## src/rtl/abd_pkg.sv

```systemverilog
package abd_pkg;
    typedef enum logic [2:0] {
        AB_IDLE,
        AB_HUNT,
        AB_TIME,
        AB_JUDGE,
        AB_LOCK,
        AB_HOLD
    } ab_state_e;
endpackage

```

## src/rtl/abd_sync.sv

```systemverilog
module abd_sync (
    input  logic clk,
    input  logic rst_n,
    input  logic rx_pin,
    output logic rx_s,
    output logic fall
);
    logic meta_q;
    logic last_q;

    always_ff @(posedge clk or negedge rst_n) begin
        if (!rst_n) begin
            meta_q <= 1'b1;
            rx_s   <= 1'b1;
            last_q <= 1'b1;
        end else begin
            meta_q <= rx_pin;
            rx_s   <= meta_q;
            last_q <= rx_s;
        end
    end

    // a fall is only reported when the preceding sample was idle-high
    assign fall = last_q & ~rx_s;
endmodule

```

## src/rtl/abd_lowcnt.sv

```systemverilog
module abd_lowcnt #(
    parameter int CNT_W = 18,
    parameter int SAT   = 160001
) (
    input  logic             clk,
    input  logic             rst_n,
    input  logic             load,
    input  logic             inc,
    output logic [CNT_W-1:0] count
);
    localparam logic [CNT_W-1:0] SAT_V = CNT_W'(SAT);

    always_ff @(posedge clk or negedge rst_n) begin
        if (!rst_n)
            count <= '0;
        else if (load)
            count <= CNT_W'(1);
        else if (inc && count != SAT_V)
            count <= count + 1'b1;
    end

    p_no_overflow_r8: assert property (@(posedge clk) disable iff (!rst_n)
        count <= SAT_V);
    p_sat_hold_r8: assert property (@(posedge clk) disable iff (!rst_n)
        (count == SAT_V && !load) |=> count == SAT_V);
endmodule

```

## src/rtl/abd_ratio.sv

```systemverilog
module abd_ratio #(
    parameter int CNT_W = 18,
    parameter int DIV   = 144
) (
    input  logic [CNT_W-1:0] cur,
    input  logic [CNT_W-1:0] ref_c,
    output logic             close,
    output logic [CNT_W:0]   div
);
    localparam logic [CNT_W:0] DV   = (CNT_W+1)'(DIV);
    localparam logic [CNT_W:0] HALF = (CNT_W+1)'(DIV / 2);

    logic [CNT_W:0] diff;
    logic [CNT_W:0] sum;

    always_comb begin
        if (cur >= ref_c)
            diff = {1'b0, cur} - {1'b0, ref_c};
        else
            diff = {1'b0, ref_c} - {1'b0, cur};
        close = diff <= {5'b0, ref_c[CNT_W-1:4]};
        sum   = {1'b0, cur} + HALF;
        div   = sum / DV;
    end
endmodule

```

## src/rtl/uart_autobaud.sv

```systemverilog
module uart_autobaud #(
    parameter int OVS     = 16,
    parameter int MIN_LOW = 900,
    parameter int MAX_LOW = 160000,
    parameter int CNT_W   = $clog2(MAX_LOW + 2),
    parameter int DIV_W   = CNT_W + 1
) (
    input  logic             clk,
    input  logic             rst_n,
    input  logic             rx_pin,
    input  logic             start,
    output logic [DIV_W-1:0] divisor,
    output logic             div_valid,
    output logic             done,
    output logic             ack_req
);
    import abd_pkg::*;

    localparam int SAT     = MAX_LOW + 1;
    localparam int DEN     = 9 * OVS;
    localparam int MIN_DIV = MIN_LOW / DEN;

    ab_state_e        state, state_nx;
    logic             rx_s, fall;
    logic [CNT_W-1:0] count;
    logic [CNT_W-1:0] ref_q;
    logic             have_ref;
    logic             close;
    logic [CNT_W:0]   div_c;
    logic             reject;

    abd_sync u_sync (
        .clk(clk), .rst_n(rst_n), .rx_pin(rx_pin), .rx_s(rx_s), .fall(fall)
    );

    abd_lowcnt #(.CNT_W(CNT_W), .SAT(SAT)) u_cnt (
        .clk(clk), .rst_n(rst_n),
        .load(state == AB_HUNT && fall),
        .inc(state == AB_TIME && !rx_s),
        .count(count)
    );

    abd_ratio #(.CNT_W(CNT_W), .DIV(DEN)) u_ratio (
        .cur(count), .ref_c(ref_q), .close(close), .div(div_c)
    );

    assign reject = (count < CNT_W'(MIN_LOW)) || (count > CNT_W'(MAX_LOW));

    always_ff @(posedge clk or negedge rst_n) begin
        if (!rst_n)
            state <= AB_IDLE;
        else
            state <= state_nx;
    end

    always_comb begin
        state_nx = state;
        unique case (state)
            AB_IDLE:  if (start) state_nx = AB_HUNT;
            AB_HUNT:  if (fall) state_nx = AB_TIME;
            AB_TIME:  if (rx_s) state_nx = AB_JUDGE;
            AB_JUDGE: state_nx = (!reject && have_ref && close) ? AB_LOCK : AB_HUNT;
            AB_LOCK:  state_nx = AB_HOLD;
            AB_HOLD:  state_nx = AB_HOLD;
            default:  state_nx = AB_IDLE;
        endcase
    end

    always_ff @(posedge clk or negedge rst_n) begin
        if (!rst_n) begin
            have_ref <= 1'b0;
            ref_q    <= '0;
            divisor  <= '0;
        end else if (state == AB_JUDGE) begin
            if (reject) begin
                have_ref <= 1'b0;
            end else if (have_ref && close) begin
                divisor <= DIV_W'(div_c);
            end else begin
                ref_q    <= count;
                have_ref <= 1'b1;
            end
        end
    end

    always_comb begin
        div_valid = (state == AB_LOCK);
        ack_req   = (state == AB_LOCK);
        done      = (state == AB_HOLD);
    end

    p_pulse_r4: assert property (@(posedge clk) disable iff (!rst_n)
        div_valid |=> (!div_valid && done));
    p_hold_r9: assert property (@(posedge clk) disable iff (!rst_n)
        done |=> (done && $stable(divisor) && !ack_req));
    p_div_floor_r5: assert property (@(posedge clk) disable iff (!rst_n)
        div_valid |-> (divisor >= DIV_W'(MIN_DIV)));
    p_idle_quiet_r2: assert property (@(posedge clk) disable iff (!rst_n)
        (state == AB_IDLE) |-> (divisor == '0 && !done));
endmodule

```

## config.mk

```make
export PLATFORM = sky130hd
export DESIGN_NAME = uart_autobaud
export DESIGN_NICKNAME = d
export VERILOG_FILES = /design/src/rtl/abd_pkg.sv /design/src/rtl/abd_sync.sv /design/src/rtl/abd_lowcnt.sv /design/src/rtl/abd_ratio.sv /design/src/rtl/uart_autobaud.sv
export SDC_FILE = /design/constraint.sdc
export NUM_CORES = 1
export LEC_CHECK = 0
export BUFFER_PORTS_ARGS = -buffer_cell sky130_fd_sc_hd__buf_4
export CORE_ASPECT_RATIO = 1.25
export CORE_UTILIZATION = 40
export CTS_BUF_LIST = sky130_fd_sc_hd__clkbuf_4 sky130_fd_sc_hd__clkbuf_8
export CTS_CLUSTER_SIZE = 20
export DETAILED_ROUTE_END_ITERATION = 16
export PLACE_DENSITY = 0.56
export SYNTH_ARGS = -nofsm -noshare
export SYNTH_HDL_FRONTEND = slang
export SYNTH_HIERARCHICAL = 1
export SYNTH_SLANG_ARGS = --single-unit
```

## constraint.sdc

```tcl
create_clock -name clk -period 10.3 [get_ports clk]
set_clock_uncertainty 0.05 [all_clocks]
set_input_delay 2.06 -clock clk [delete_from_list [all_inputs] [get_ports clk]]
set_output_delay 2.06 -clock clk [all_outputs]
set_load 0.03 [all_outputs]
```

### After elaboration in Yosys (flattened, before gate mapping)

Cells that the tools add are included.

* bits of input ports: 4
* bits in latches: 0
* memories kept: 0
* memory bits (read-only): 0
* output and inout port bits: 22
* word-level logic and storage cells: 57
* memory bits (writable): 0
* bits in registers: 62

* reductions and logical operators: 16
* muxes and demuxes: 10
* add/subtract/negate cells: 4
* bitwise logic cells: 4
* div/mod/pow operators: 1
* magnitude comparators: 4
* equality and inequality tests: 10
* multipliers: 0
* shift operators: 0

Operators by type and width (number)
* subtractor 18 x 18 -> 19 bit: 2
* two-way mux 18 bit: 2
* adder 18 x 7 -> 19 bit, second input constant: 1
* divider 19 x 8 -> 19 bit, second input constant: 1
* <= comparator 19 x 14 -> 1 bit: 1
* two-way mux 19 bit: 1
* adder 18 x 1 -> 18 bit, second input constant: 1
* greater-or-equal comparator 18 bit: 1
* > comparator 18 bit, second input constant: 1
* < comparator 18 x 10 -> 1 bit, second input constant: 1
* != test 18 bit, second input constant: 1
* one-hot mux 3 bit (5 select lines): 1
* two-way mux 3 bit: 4
* AND reduction 3 bit: 3
* == test 3 x 2 -> 1 bit, second input constant: 2
* == test 3 bit, second input constant: 2
* logical AND 1 bit: 6
* != test 2 bit, second input constant: 3
* == test 3 x 1 -> 1 bit, second input constant: 1
* logical NOT 3 bit: 1
* inverter 1 bit: 3
* logical NOT 1 bit: 2
* two-way mux 1 bit: 2
* != test 2 x 1 -> 1 bit, second input constant: 1
* other kinds (5): 5

### Depth between registers and ports, before layout

Gate-level depths: netlist (run 1).

* depth after elaboration: 7
* gate-level depth with buffers: 44
* gate-level depth less buffers: 41

### By module

The synthesis (run 1) kept the hierarchy.

By module, submodules not included
* abd_ratio: instances 1, cells each 575, seq. area each 0.0 sq um, area each 4257.8 sq um
* uart_autobaud: instances 1, cells each 126, seq. area each 1026.0 sq um, area each 1858.0 sq um
* abd_lowcnt: instances 1, cells each 107, seq. area each 450.4 sq um, area each 1017.2 sq um
* abd_sync: instances 1, cells each 4, seq. area each 78.8 sq um, area each 92.6 sq um

### Least setup slack after synthesis (run 1)

Ideal clock, no wire load.

* kind: register to register
* start point: reg u_cnt.count[1]
* end point: reg divisor[18]
* stages on the path, launching flop included: 44
* clock period less this slack: 7.257 ns
* arrival: 7.083 ns
* buffers on the path: 3
* library setup time: 0.125 ns
* required time: 10.125 ns
* path slack: 3.043 ns
* path through: dfrtp_1 inv_1 ha_1 nor2b_1 o21ai_0 a21boi_0 o21ai_0 a21boi_0 o21a_1 o21a_1 o21ai_0 a21oi_1 o21bai_1 a21boi_0 o21a_1 o21ai_0 nand2_1 clkbuf_1 [8 not listed] nor2b_1 o21ai_0 nand2b_1 a21oi_1 nor2b_1 o21ai_0 nand2b_1 a21oi_1 nor2b_1 o21ai_0 nand2b_1 a21oi_1 o211ai_1 nor4_1 nand2_1 a2111oi_4 buf_6 mux2_2

* word-level cells in the longest chain between the ends: 5
* elaborated cells between the ends (all ways): 13
* classes of those cells: 3 x add/sub; 1 x div; 4 x order compare; 1 x mux; 1 x bitwise; 3 x reduce/logical

RTL lines
* start, declared: RTL line abd_lowcnt.sv:9 `output logic [CNT_W-1:0] count`
* start signal, assigned: RTL line abd_lowcnt.sv:19 `count <= count + 1'b1;`
* subtractor 18 x 18 -> 19 bit, or another cell as far along: RTL line abd_ratio.sv:20 `diff = {1'b0, ref_c} - {1'b0, cur};`
* two-way mux 19 bit *: RTL line abd_ratio.sv:17 `if (cur >= ref_c)`
* <= comparator 19 x 14 -> 1 bit *: RTL line abd_ratio.sv:21 `close = diff <= {5'b0, ref_c[CNT_W-1:4]};`
* net close: RTL line uart_autobaud.sv:28 `logic close;`
* logical AND 1 bit *: RTL line uart_autobaud.sv:77 `end else if (have_ref && close) begin`
* AND reduction 3 bit (no source line) *
* end signal, assigned: RTL line uart_autobaud.sv:78 `divisor <= DIV_W'(div_c);`
* end, declared: RTL line uart_autobaud.sv:12 `output logic [DIV_W-1:0] divisor,`

Mark *: on every way through the listed nets, which the timed path passes. The rest lies on a longest branch.
A chain may end at the register's enable or synchronous reset.

### Worst setup path after layout (run 1)

* start point: reg u_cnt.count[1]
* end point: reg divisor[2]

Same word-level chain as after synthesis.

==> impl_summary.txt, run 1 <==
----------------------------------------------------
[Status]
  Result of the run ... finished clean

[Floorplanning]
  Die Footprint ... 0.0186 mm²
  Cell Rows ... 54
  Die extent in x ... 122 µm
  Standard cell core area ... 0.0176 mm²
  Initial standard-cell utilization of the core ... 41.1%
  I/O pin count ... 26
  Die extent in y ... 152 µm

[Hold path]
  Min-delay worst type ... reg2reg

[Critical path]
  Arr. time, crit path ... 8.24 ns
  Endpoint of the most critical register-to-register path ... divisor[2]$_DFFE_PN0P_
  Worst reg2reg path depth ... 42
  Critical Path Sink Type ... flop
  Crit Reg-Reg Startpoint ... u_cnt/count[1]$_DFFE_PN0P_
  Worst reg-to-reg setup slack ... 2.26 ns
  Cell type with the highest occurrence count on the critical path ... sky130_fd_sc_hd__o21ai_0
  End point of the critical path ... divisor[2]$_DFFE_PN0P_
  CP max FO ... 28
  Worst path required time ... 10.50 ns
  Class of the most critical setup path ... reg2reg
  Type of origin of the critical path ... flop
  Slowest library cell on the worst path ... sky130_fd_sc_hd__dfrtp_1
  Start point of the critical path ... u_cnt/count[1]$_DFFE_PN0P_
  Slowest stage delay, CP ... 0.54 ns

[Power and ir drop]
  Standby leakage power ... 0.00353 µW
  Cell area power density ... 153 mW/mm²
  Highest ir drop seen on vdd ... 141 µV

[Timing]
  Number of slew-limit violations in the final report ... 0
  Count of final hold-check violations ... 0
  Transition at the pin with the smallest max-transition slack ... 0.994 ns
  Summed negative setup slack over all endpoints ... 0 ns
  Max Clock Freq ... 124 MHz
  Final count of negative-setup-slack endpoints ... 0
  Setup repair after global routing missed its margin ... false
  Remaining max-slew budget at the tightest pin ... 33.2%
  Clock period minus worst slack ... 8.04 ns
  Final critical-path share of the clock period ... 78.1%
  Post-route worst setup slack ... 2.26 ns

[Final layout]
  Layout overhead on the synthesized area ... 7.58%
  Fill cell count ... 1729
  Fraction of layout instances using a drive strength above 1 ... 16.3%
  Number of nets in the layout ... 885
  Ant diodes ... 0

[Clock tree]
  Max Buffers Root-to-Sink ... 2
  Number of H-tree branching levels ... 3
  Number of buffers added by the clock tree synthesis step ... 9
  CTS tree ... done
  Hold buffer count at CTS ... 0
  Clock root buffer ... sky130_fd_sc_hd__clkbuf_8
  Setup Buffers After CTS ... 0
  Clock insertion delay at the later pin of the skew report ... 0.36 ns
  Clock sink count ... 62
  Clock transition at the registers of the reported paths ... 0.08 ns
  Post-CTS sizing ... 0

[GRT]
  Grt total ovfl ... 0
  Overall track demand over capacity in global routing ... 21.8%
  Wire length of the first global-routing pass ... 32.5 mm
  Via count of the first global-routing pass ... 6394
  Largest net degree at the start of global routing ... 63
  Number of antenna violations at the first check in global routing ... 0

[Synthesis]
  Top cell type's share of synthesized area ... 20.4%
  Adder and majority gate portion of the synthesized area ... 9.90%
  Post-synthesis instance area ... 0.00723 mm²
  Cell accounting for the most synthesized area ... sky130_fd_sc_hd__dfrtp_1
  Number of instances in the synthesized netlist ... 812
  Main synth FF type ... sky130_fd_sc_hd__dfrtp_1
  EDFF count, synth ... 0
  Dominant combinational cell family by area after synthesis ... compound AO/OA/AOI/OAI gates
  Most area-consuming cells after synthesis ... sky130_fd_sc_hd__dfrtp_1 20%, sky130_fd_sc_hd__ha_1 9.4%, sky130_fd_sc_hd__xnor2_1 5.0%
  Synthesized area per cell ... 8.90 µm²
  Compound-Gate Fraction of Synth Area ... 26.9%
  #FFs+latches synth ... 62
  Post-Synth XOR/XNOR Area ... 6.29%
  Portion of the post-synthesis area used by sequential elements ... 21.5%
  Total of warnings raised by yosys ... 6
  Most instantiated cells after synthesis ... 59 x sky130_fd_sc_hd__dfrtp_1, 54 x sky130_fd_sc_hd__ha_1, 52 x sky130_fd_sc_hd__a21oi_1
  Share of cell area taken by muxes after synthesis ... 9.25%
  Post-synth cell types ... 105
  Async set or reset register ratio after synthesis ... 100%
  Post-synthesis share of cell area spent on and, or, nand and nor gates ... 20.5%
  Count leader, synth ... sky130_fd_sc_hd__dfrtp_1

[Route]
  Wirelength, routed ... 19.7 mm
  Via count ... 6379
  DR pass1 iterations ... 5
  Final routed DRC violation total ... 0
  Average detailed-routed wire length per instance ... 18.8 µm
  Count of nets left with antenna violations after detail routing ... 0
  Avg Vias per Cell ... 6.06
  Initial drt markers ... 589

[Flow run]
  # Max-Cap Violations ... 0

[Place]
  Routability cong. ... 0.906
  Count of buffers inserted at the top-level ports ... 25
  Pre-CTS WS ... 2.36 ns
  Detailed Place HPWL ... 14.9 mm

----------------------------------------------------
## critical path, delay by kind of cell, from the launching register on
family,cells,cell delay (ns)
AO/OA/AOI/OAI,23,3.95
AND/OR/NAND/NOR,12,1.30
buffers and inverters,3,0.74
multiplexers,2,0.68
adder cells (fa/ha/maj),2,0.63
flip-flops,1,0.54
## cell usage in the layout, fill, tap and decap left out, drive strengths merged, types with 6 or more instances in the layout
| cell | instances |
|---|---|
| dfrtp | 59 |
| ha | 54 |
| a21oi | 53 |
| inv | 51 |
| nor2 | 50 |
| mux2 | 43 |
| xnor2 | 42 |
| nand2 | 41 |
| o21ai | 41 |
| a21o | 35 |
| buf | 32 |
| nand4 | 23 |
| nor3 | 18 |
| nor4 | 18 |
| nand3 | 17 |
| a211oi | 14 |
| mux2i | 13 |
| o211ai | 13 |
| a31oi | 13 |
| and2 | 12 |
| nand2b | 12 |
| clkbuf | 12 |
| nor2b | 11 |
| o21bai | 10 |
| xor2 | 9 |
| and3 | 8 |
| or3 | 8 |
| a221oi | 8 |
| o21a | 7 |
| conb | 7 |
| o22ai | 7 |
| nand3b | 6 |
| a221o | 6 |
## layout make-up
| type | instances | area, µm² | share of cell area [%] |
|---|---|---|---|
| multi-input cells | 669 | 5300 | 68.2 |
| clock buffers | 12 | 165 | 2.12 |
| inverters | 51 | 191 | 2.46 |
| flip-flops and latches | 62 | 1560 | 20.0 |
| well taps | 224 | 280 | 3.61 |
| repair buffers | 32 | 240 | 3.09 |
| clock inverters | 3 | 42.5 | 0.547 |
## kinds of logic after synthesis
logic type,Yosys count
compound gates,257
other cells,1
xor+xnor,51
mux,56
flops,62
buf+inv,87
fa+ha+maj,56
simple gates,242
## power by group
part / internal, µW / switching (µW)
logic: 312 / 358
registers: 254 / 28.5
clock network: 130 / 108
total: 696 / 495
## registers in the layout (all words and copies together), names as in the netlist
name	count
divisor	19
ref_q	18
u_cnt/count	18
state	3
have_ref	1
u_sync/last_q	1
u_sync/meta_q	1
u_sync/rx_s	1
## stage by stage
step | hold WS [ns] | std cells | util, % | cell area, µm² | power, µW
after global routing | 0.316 | 1053 | 44.3 | 7770 | 1290
after detailed placement | 0.297 | 1038 | 43.1 | 7570 | 949
after floorplan | 0.295 | 818 | - | 7250 | 796
final | 0.307 | 1053 | 44.3 | 7770 | 1190
after global placement | 0.296 | 1038 | 43.1 | 7570 | 936
after CTS | 0.307 | 1053 | 44.3 | 7770 | 1190
## worst min-delay path by stage
stage	cells after the start	endpoint	from
detailed placement	0	u_sync/rx_s$_DFF_PN1_	u_sync/meta_q$_DFF_PN1_
CTS	0	u_sync/rx_s$_DFF_PN1_	u_sync/meta_q$_DFF_PN1_
floorplan	0	u_sync/rx_s$_DFF_PN1_	u_sync/meta_q$_DFF_PN1_
global placement	0	u_sync/rx_s$_DFF_PN1_	u_sync/meta_q$_DFF_PN1_
finish	0	u_sync/rx_s$_DFF_PN1_	u_sync/meta_q$_DFF_PN1_
global route	0	u_sync/rx_s$_DFF_PN1_	u_sync/meta_q$_DFF_PN1_
## routing by layer
metal  vias to the layer above  wire length (µm)  global-route usage (%)  part of all wire [%]
met5                         -                 0                       0                     0
met4                         0               350                    7.96                   1.8
met3                        27               527                    2.88                   2.7
met2                       127             10000                    37.2                    51
met1                      3178              8830                    27.6                    45
li1                       3047                 -                       -                     -
(Power assumes the default switching activity.)
==> inputs of run 2 (changes only) <==
--- a/config.mk
+++ b/config.mk
@@ -11,7 +11,7 @@
 export CTS_BUF_LIST = sky130_fd_sc_hd__clkbuf_4 sky130_fd_sc_hd__clkbuf_8
 export CTS_CLUSTER_SIZE = 20
 export DETAILED_ROUTE_END_ITERATION = 16
-export PLACE_DENSITY = 0.56
+export PLACE_DENSITY = 0.58
 export SYNTH_ARGS = -nofsm -noshare
 export SYNTH_HDL_FRONTEND = slang
 export SYNTH_HIERARCHICAL = 1
==> constraint.sdc (replaced) <==
create_clock -name clk -period 6.5 [get_ports clk]
set_clock_uncertainty 0.05 [all_clocks]
set_input_delay 1.3 -clock clk [delete_from_list [all_inputs] [get_ports clk]]
set_output_delay 1.3 -clock clk [all_outputs]
set_load 0.03 [all_outputs]
==> impl_summary.txt, run 2 (synthesis gave the netlist of run 1 again) <==
----------------------------------------------------
[Route]
  DRT met1 WL ... 9.01 mm (+2.0%)
  Via count ... 6487 (+1.7%)
  Final routed DRC violation total ... 0 (unchanged)
  Detailed-routed wire length on met3 ... 601 µm (+14%)
  Wirelength, routed ... 20.9 mm (+5.9%)
  Avg Vias per Cell ... 5.79 (-4.4%)
  Total length of routed met2 wires ... 10.6 mm (+5.2%)
  Count of nets left with antenna violations after detail routing ... 0 (unchanged)
  Average detailed-routed wire length per instance ... 18.7 µm (-0.47%)
  DR pass1 iterations ... 5 (unchanged)
  Top Layer Used ... met4
  Initial drt markers ... 423 (-28%)

[Critical path]
  CP max FO ... 5 (-82%)
  Slowest library cell on the worst path ... sky130_fd_sc_hd__dfrtp_2
  Worst reg2reg path depth ... 42 (unchanged)
  Critical Path Sink Type ... flop
  Worst reg-to-reg setup slack ... 0.04 ns (-2.22 ns)
  Kind of cell adding the most delay to the critical path ... compound AO/OA/AOI/OAI gates
  Crit Reg-Reg Startpoint ... u_cnt/count[1]$_DFFE_PN0P_
  Arr. time, crit path ... 6.66 ns (-1.58 ns)
  Slowest stage delay, CP ... 0.41 ns (-0.13 ns)
  Endpoint of the most critical register-to-register path ... divisor[5]$_DFFE_PN0P_
  Class of the most critical setup path ... reg2reg
  Cell type with the highest occurrence count on the critical path ... sky130_fd_sc_hd__o21ai_1
  Critical path buffers and inverters ... 3 (unchanged)
  Worst path required time ... 6.69 ns (-3.81 ns)
  Type of origin of the critical path ... flop

[Floorplanning]
  Die extent in y ... 152 µm (unchanged)
  Die extent in x ... 122 µm (unchanged)
  Die Footprint ... 0.0186 mm² (unchanged)
  Initial standard-cell utilization of the core ... 41.1% (unchanged)
  I/O pin count ... 26 (unchanged)
  Standard cell core area ... 0.0176 mm² (unchanged)
  Cell Rows ... 54 (unchanged)

[GRT]
  Largest net degree at the start of global routing ... 63 (unchanged)
  Wire length of the first global-routing pass ... 33.5 mm (+3.1%)
  Overall track demand over capacity in global routing ... 22.9% (+1.1 points)
  Via count of the first global-routing pass ... 6347 (-0.74%)
  Number of antenna violations at the first check in global routing ... 0 (unchanged)
  Grt total ovfl ... 0 (unchanged)

[Place]
  Placement-stage cell area ... 0.00805 mm² (+6.4%)
  Routability cong. ... 0.941 (+3.8%)
  Count of buffers inserted at the top-level ports ... 25 (unchanged)
  Detailed Place HPWL ... 15.9 mm (+7.1%)

[Timing]
  Number of slew-limit violations in the final report ... 0 (unchanged)
  Final count of negative-setup-slack endpoints ... 0 (unchanged)
  Remaining max-slew budget at the tightest pin ... 36.8% (+3.6 points)
  Count of final hold-check violations ... 0 (unchanged)
  Setup repair after global routing missed its margin ... true
  Transition at the pin with the smallest max-transition slack ... 0.941 ns (-0.0538 ns)
  Clock period minus worst slack ... 6.46 ns (-1.58 ns)
  Final critical-path share of the clock period ... 99.4% (+21 points)
  Max Clock Freq ... 155 MHz (+24%)
  Summed negative setup slack over all endpoints ... 0 ns (unchanged)

[Power and ir drop]
  Cell area power density ... 245 mW/mm² (+60%)
  Standby leakage power ... 0.00389 µW (+10%)
  Highest ir drop seen on vdd ... 171 µV (+21%)

[Final layout]
  Layout overhead on the synthesized area ... 17.4%
  Number of nets in the layout ... 951 (+7.5%)
  Final cell area excluding filler cells ... 0.00848 mm² (+9.1%)
  Commonest cells after routing, fill and taps aside ... 90 x sky130_fd_sc_hd__buf_4, 57 x sky130_fd_sc_hd__dfrtp_1, 52 x sky130_fd_sc_hd__ha_1
  Number of flip-flops in the largest register ... 19 (unchanged)
  Fill cell count ... 1731 (+0.12%)
  Ant diodes ... 0 (unchanged)
  Reg with most FFs ... divisor
  Most common library cell in the layout ignoring fill and taps ... sky130_fd_sc_hd__buf_4
  Fraction of layout instances using a drive strength above 1 ... 25.4% (+9.2 points)
  Biggest regs ... divisor: 19 flops, ref_q: 18 flops, u_cnt/count: 18 flops

[Clock tree]
  CTS tree ... done
  Clock insertion delay at the later pin of the skew report ... 0.37 ns (about the same)
  Clock transition at the registers of the reported paths ... 0.07 ns (about the same)
  Clock root buffer ... sky130_fd_sc_hd__clkbuf_8
  Clock sink count ... 62 (unchanged)
  Number of H-tree branching levels ... 3 (unchanged)
  Max Buffers Root-to-Sink ... 2 (unchanged)
  Number of buffers added by the clock tree synthesis step ... 9 (unchanged)

[Hold path]
  Cell depth of the worst hold path ... 0 (unchanged)
  Startpoint of the most critical hold path ... u_sync/meta_q$_DFF_PN1_
  Hold endpoint ... u_sync/rx_s$_DFF_PN1_
  Min-delay worst type ... reg2reg

[Flow run]
  # Max-Cap Violations ... 0 (unchanged)

[Status]
  Result of the run ... finished clean

----------------------------------------------------
## run 2: per-layer routing
metal,up-vias,global-route usage (%)
met4,0,9.06
met5,-,0
li1,3184,-
met1,3108,28.1
met2,151,40.0
met3,44,2.62
## run 2: worst max path at each step
| stage | start | to | slack, ns | cells past startpoint |
|---|---|---|---|---|
| final | u_cnt/count[1]$_DFFE_PN0P_ | divisor[5]$_DFFE_PN0P_ | 0.04 | 42 |
| after floorplan | u_cnt/count[1]$_DFFE_PN0P_ | divisor[18]$_DFFE_PN0P_ | 0.02 | 43 |
| after global routing | u_cnt/count[1]$_DFFE_PN0P_ | divisor[7]$_DFFE_PN0P_ | -0.36 | 43 |
| after detailed placement | u_cnt/count[1]$_DFFE_PN0P_ | divisor[18]$_DFFE_PN0P_ | -0.13 | 41 |
| after global placement | u_cnt/count[1]$_DFFE_PN0P_ | divisor[18]$_DFFE_PN0P_ | -0.07 | 41 |
| after CTS | u_cnt/count[1]$_DFFE_PN0P_ | divisor[2]$_DFFE_PN0P_ | 0.0001 | 42 |
## run 2: report_power, final
| group | internal [µW] | switching, µW | leakage (µW) |
|---|---|---|---|
| clock network | 190 | 185 | 0.000103 |
| logic | 622 | 662 | 0.00294 |
| registers | 403 | 19.7 | 0.000845 |
## run 2: final cells by class
type	count	area (µm²)	area share (%)
Multi-Input combinational cell	669	5450	64.2
Sequential cell	62	1560	18.4
Inverter	51	191	2.26
Clock buffer	10	138	1.62
Clock inverter	6	68.8	0.811
Tap cell	224	280	3.30
Timing Repair Buffer	98	800	9.42
## run 2: timing repair
action / CTS / global route
hold buffers: 0 / 0
pin swaps: 13 / 20
buffers inserted: 5 / 2
endpoints found under the setup margin: 20 / 39
cloned: 1 / 1
gates resized for setup: 17 / 29
hold endpoints to repair: 0 / 0
## run 2: stage by stage
stage / total power, µW / hold slack [ns] / util [%] / std cells / worst slack [ns]
floorplan: 1300 / 0.295 / - / 818 / 0.0205
global placement: 1590 / 0.297 / 45.8 / 1097 / -0.0726
detailed placement: 1580 / 0.298 / 45.8 / 1097 / -0.130
CTS: 2010 / 0.309 / 47.4 / 1119 / 0.000111
global route: 2230 / 0.317 / 48.3 / 1120 / -0.360
finish: 2080 / 0.308 / 48.3 / 1120 / 0.0381
==> inputs of run 3 (changes only) <==
--- a/config.mk
+++ b/config.mk
@@ -5,6 +5,7 @@
 export SDC_FILE = /design/constraint.sdc
 export NUM_CORES = 1
 export LEC_CHECK = 0
+export ABC_AREA = 1
 export BUFFER_PORTS_ARGS = -buffer_cell sky130_fd_sc_hd__buf_4
 export CORE_ASPECT_RATIO = 1.25
 export CORE_UTILIZATION = 40
==> impl_summary.txt, run 3 <==
----------------------------------------------------
[Synthesis]
  Most instantiated cells after synthesis ... 275 x sky130_fd_sc_hd__nand2_1, 152 x sky130_fd_sc_hd__inv_1, 77 x sky130_fd_sc_hd__nor2_1
  EDFF count, synth ... 0 (unchanged)
  Total of warnings raised by yosys ... 6 (unchanged)
  Number of instances in the synthesized netlist ... 1048 (+29%)
  Count leader, synth ... sky130_fd_sc_hd__nand2_1
  Cell accounting for the most synthesized area ... sky130_fd_sc_hd__dfrtp_1
  Main synth FF type ... sky130_fd_sc_hd__dfrtp_1
  Async set or reset register ratio after synthesis ... 100% (unchanged)
  Post-synth cell types ... 50 (-52%)
  Most area-consuming cells after synthesis ... sky130_fd_sc_hd__dfrtp_1 21%, sky130_fd_sc_hd__nand2_1 15%, sky130_fd_sc_hd__ha_1 9.8%
  Synthesized area per cell ... 6.58 µm² (-26%)
  Portion of the post-synthesis area used by sequential elements ... 22.6% (+1.0 points)
  Top cell type's share of synthesized area ... 21.4% (+0.98 points)
  #FFs+latches synth ... 62 (unchanged)
  Post-synthesis instance area ... 0.00690 mm² (-4.6%)

[GRT]
  Number of antenna violations at the first check in global routing ... 0 (unchanged)
  Wire length of the first global-routing pass ... 31.4 mm (-6.2%)
  Grt total ovfl ... 0 (unchanged)
  Overall track demand over capacity in global routing ... 22.5% (-0.42 points)
  Via count of the first global-routing pass ... 6394 (+0.74%)
  Largest net degree at the start of global routing ... 63 (unchanged)

[Route]
  DR pass1 iterations ... 5 (unchanged)
  Avg Vias per Cell ... 5.06 (-13%)
  Wirelength, routed ... 19.1 mm (-8.7%)
  Via count ... 6662 (+2.7%)
  Average detailed-routed wire length per instance ... 14.5 µm (-22%)
  Initial drt markers ... 410 (-3.1%)
  Count of nets left with antenna violations after detail routing ... 0 (unchanged)
  Final routed DRC violation total ... 0 (unchanged)

[Critical path]
  Cell type with the highest occurrence count on the critical path ... sky130_fd_sc_hd__nand2_2
  Type of origin of the critical path ... flop
  Slowest stage delay, CP ... 0.40 ns (about the same)
  Critical Path Sink Type ... flop
  Slowest library cell on the worst path ... sky130_fd_sc_hd__dfrtp_1
  Class of the most critical setup path ... reg2reg
  Arr. time, crit path ... 6.02 ns (-0.64 ns)
  CP max FO ... 10 (+5)
  Worst path required time ... 6.71 ns (+0.02 ns)

[Clock tree]
  Clock transition at the registers of the reported paths ... 0.08 ns (about the same)
  Clock root buffer ... sky130_fd_sc_hd__clkbuf_8
  Max Buffers Root-to-Sink ... 2 (unchanged)
  Number of H-tree branching levels ... 3 (unchanged)
  CTS tree ... done
  Clock sink count ... 62 (unchanged)
  Clock insertion delay at the later pin of the skew report ... 0.36 ns (about the same)
  Number of buffers added by the clock tree synthesis step ... 9 (unchanged)
  Hold buffer count at CTS ... 0 (unchanged)

[Floorplanning]
  Cell Rows ... 53 (-1.9%)
  Die extent in x ... 119 µm (-2.3%)
  Die extent in y ... 149 µm (-2.3%)
  Initial standard-cell utilization of the core ... 40.9% (-0.20 points)
  Die Footprint ... 0.0178 mm² (-4.5%)
  I/O pin count ... 26 (unchanged)
  Standard cell core area ... 0.0168 mm² (-4.1%)

[Power and ir drop]
  Standby leakage power ... 0.00381 µW (-2.0%)
  Highest ir drop seen on vdd ... 172 µV (+0.35%)
  Cell area power density ... 267 mW/mm² (+8.7%)

[Final layout]
  Layout overhead on the synthesized area ... 10.9%
  Number of nets in the layout ... 1151 (+21%)
  Ant diodes ... 0 (unchanged)
  Most common library cell in the layout ignoring fill and taps ... sky130_fd_sc_hd__nand2_1
  Commonest cells after routing, fill and taps aside ... 274 x sky130_fd_sc_hd__nand2_1, 152 x sky130_fd_sc_hd__inv_1, 76 x sky130_fd_sc_hd__nor2_1
  Fraction of layout instances using a drive strength above 1 ... 16.5% (-8.9 points)
  Number of flip-flops in the largest register ... 19 (unchanged)
  Biggest regs ... divisor: 19 flops, ref_q: 18 flops, u_cnt/count: 18 flops
  Finished Layout Cells ... 1316 (+18%)
  Final Util ... 45.4% (-2.9 points)
  Reg with most FFs ... divisor

[Timing]
  Clock period minus worst slack ... 5.81 ns (-0.652 ns)
  Number of slew-limit violations in the final report ... 0 (unchanged)
  Remaining max-slew budget at the tightest pin ... 43.6% (+6.8 points)
  Count of final hold-check violations ... 0 (unchanged)
  Final critical-path share of the clock period ... 89.4% (-10 points)
  Transition at the pin with the smallest max-transition slack ... 0.846 ns (-0.0948 ns)
  Final count of negative-setup-slack endpoints ... 0 (unchanged)
  Max Clock Freq ... 172 MHz (+11%)

[Place]
  Routability cong. ... 0.956 (+1.6%)
  Count of buffers inserted at the top-level ports ... 25 (unchanged)
  Detailed Place HPWL ... 15.2 mm (-4.8%)
  Cell Count Post-Placement ... 1300 (+19%)

[Status]
  Result of the run ... finished clean

[Flow run]
  # Max-Cap Violations ... 0 (unchanged)

[Hold path]
  Min-delay worst type ... reg2reg

----------------------------------------------------
[run 3: critical path: cells and delay by family, from the launching register on]
family	cells	cell delay, ns
adder cells (fa/ha/maj)	1	0.20
AO/OA/AOI/OAI	3	0.39
buffers and inverters	5	0.39
AND/OR/NAND/NOR	47	4.26
flip-flops	1	0.40
[run 3: final timing paths]
check	cells after the start	start	slack [ns]	end
worst max-delay path	56	u_cnt/count[3]$_DFFE_PN0P_	0.69	divisor[0]$_DFFE_PN0P_
max in group asynchronous	1	rst_n	4.85	ref_q[4]$_DFFE_PN0P_
worst min register to register	0	u_sync/meta_q$_DFF_PN1_	0.31	u_sync/rx_s$_DFF_PN1_
worst max register to register	56	u_cnt/count[3]$_DFFE_PN0P_	0.69	divisor[0]$_DFFE_PN0P_
worst min-delay path	0	u_sync/meta_q$_DFF_PN1_	0.31	u_sync/rx_s$_DFF_PN1_
min in group asynchronous	1	rst_n	0.99	divisor[3]$_DFFE_PN0P_
[run 3: logic make-up (layout without fill, tap and decap cells)]
logic type,count (synthesis),in the layout,share of synthesized area [%]
AO/OA/AOI/OAI,165,165,14.3
buffers and inverters,192,234,11.9
flip-flops,62,62,22.6
AND/OR/NAND/NOR,537,537,36.2
adder cells (fa/ha/maj),56,56,10.4
XOR/XNOR,31,31,3.94
other,1,7,0.0544
multiplexers,4,4,0.635
[run 3: per-stage QoR]
stage                     setup TNS (ns)  power (µW)  hold WS (ns)  setup WS [ns]  instance area (µm²)
after floorplan                        0        1310         0.295           1.22                 6920
after global placement                 0        1640         0.295          0.627                 7420
after global routing             -0.0290        2210         0.316        -0.0290                 7650
after detailed placement               0        1640         0.297          0.578                 7420
final                                  0        2040         0.307          0.690                 7650
after CTS                              0        2020         0.309          0.565                 7620
[run 3: what timing repair did]
action	in CTS	in global routing
gates resized for setup	0	8
setup buffers	0	0
setup endpoints to repair	0	1
[run 3: final cells by class]
class,count,area (µm²)
inverters,168,633
flip-flops and latches,62,1560
clock buffers,11,145
well taps,220,275
fillers,1809,9200
clock inverters,5,57.6
repair buffers,50,424
multi-input cells,800,4560
[run 3: report_power, final]
part,switching [µW],internal (µW),total (µW)
combinational,786,464,1250
sequential,14.7,405,420
clock,177,193,370
total,978,1060,2040
[run 3: layer usage]
metal / routed length (µm) / global-route usage, % / up-vias / part of all wire, %
li1: - / - / 3456 / -
met1: 8350 / 27.2 / 3001 / 44
met2: 9280 / 38.6 / 159 / 49
met3: 693 / 3.56 / 46 / 3.6
met4: 768 / 11.2 / 0 / 4.0
met5: 0 / 0 / - / 0
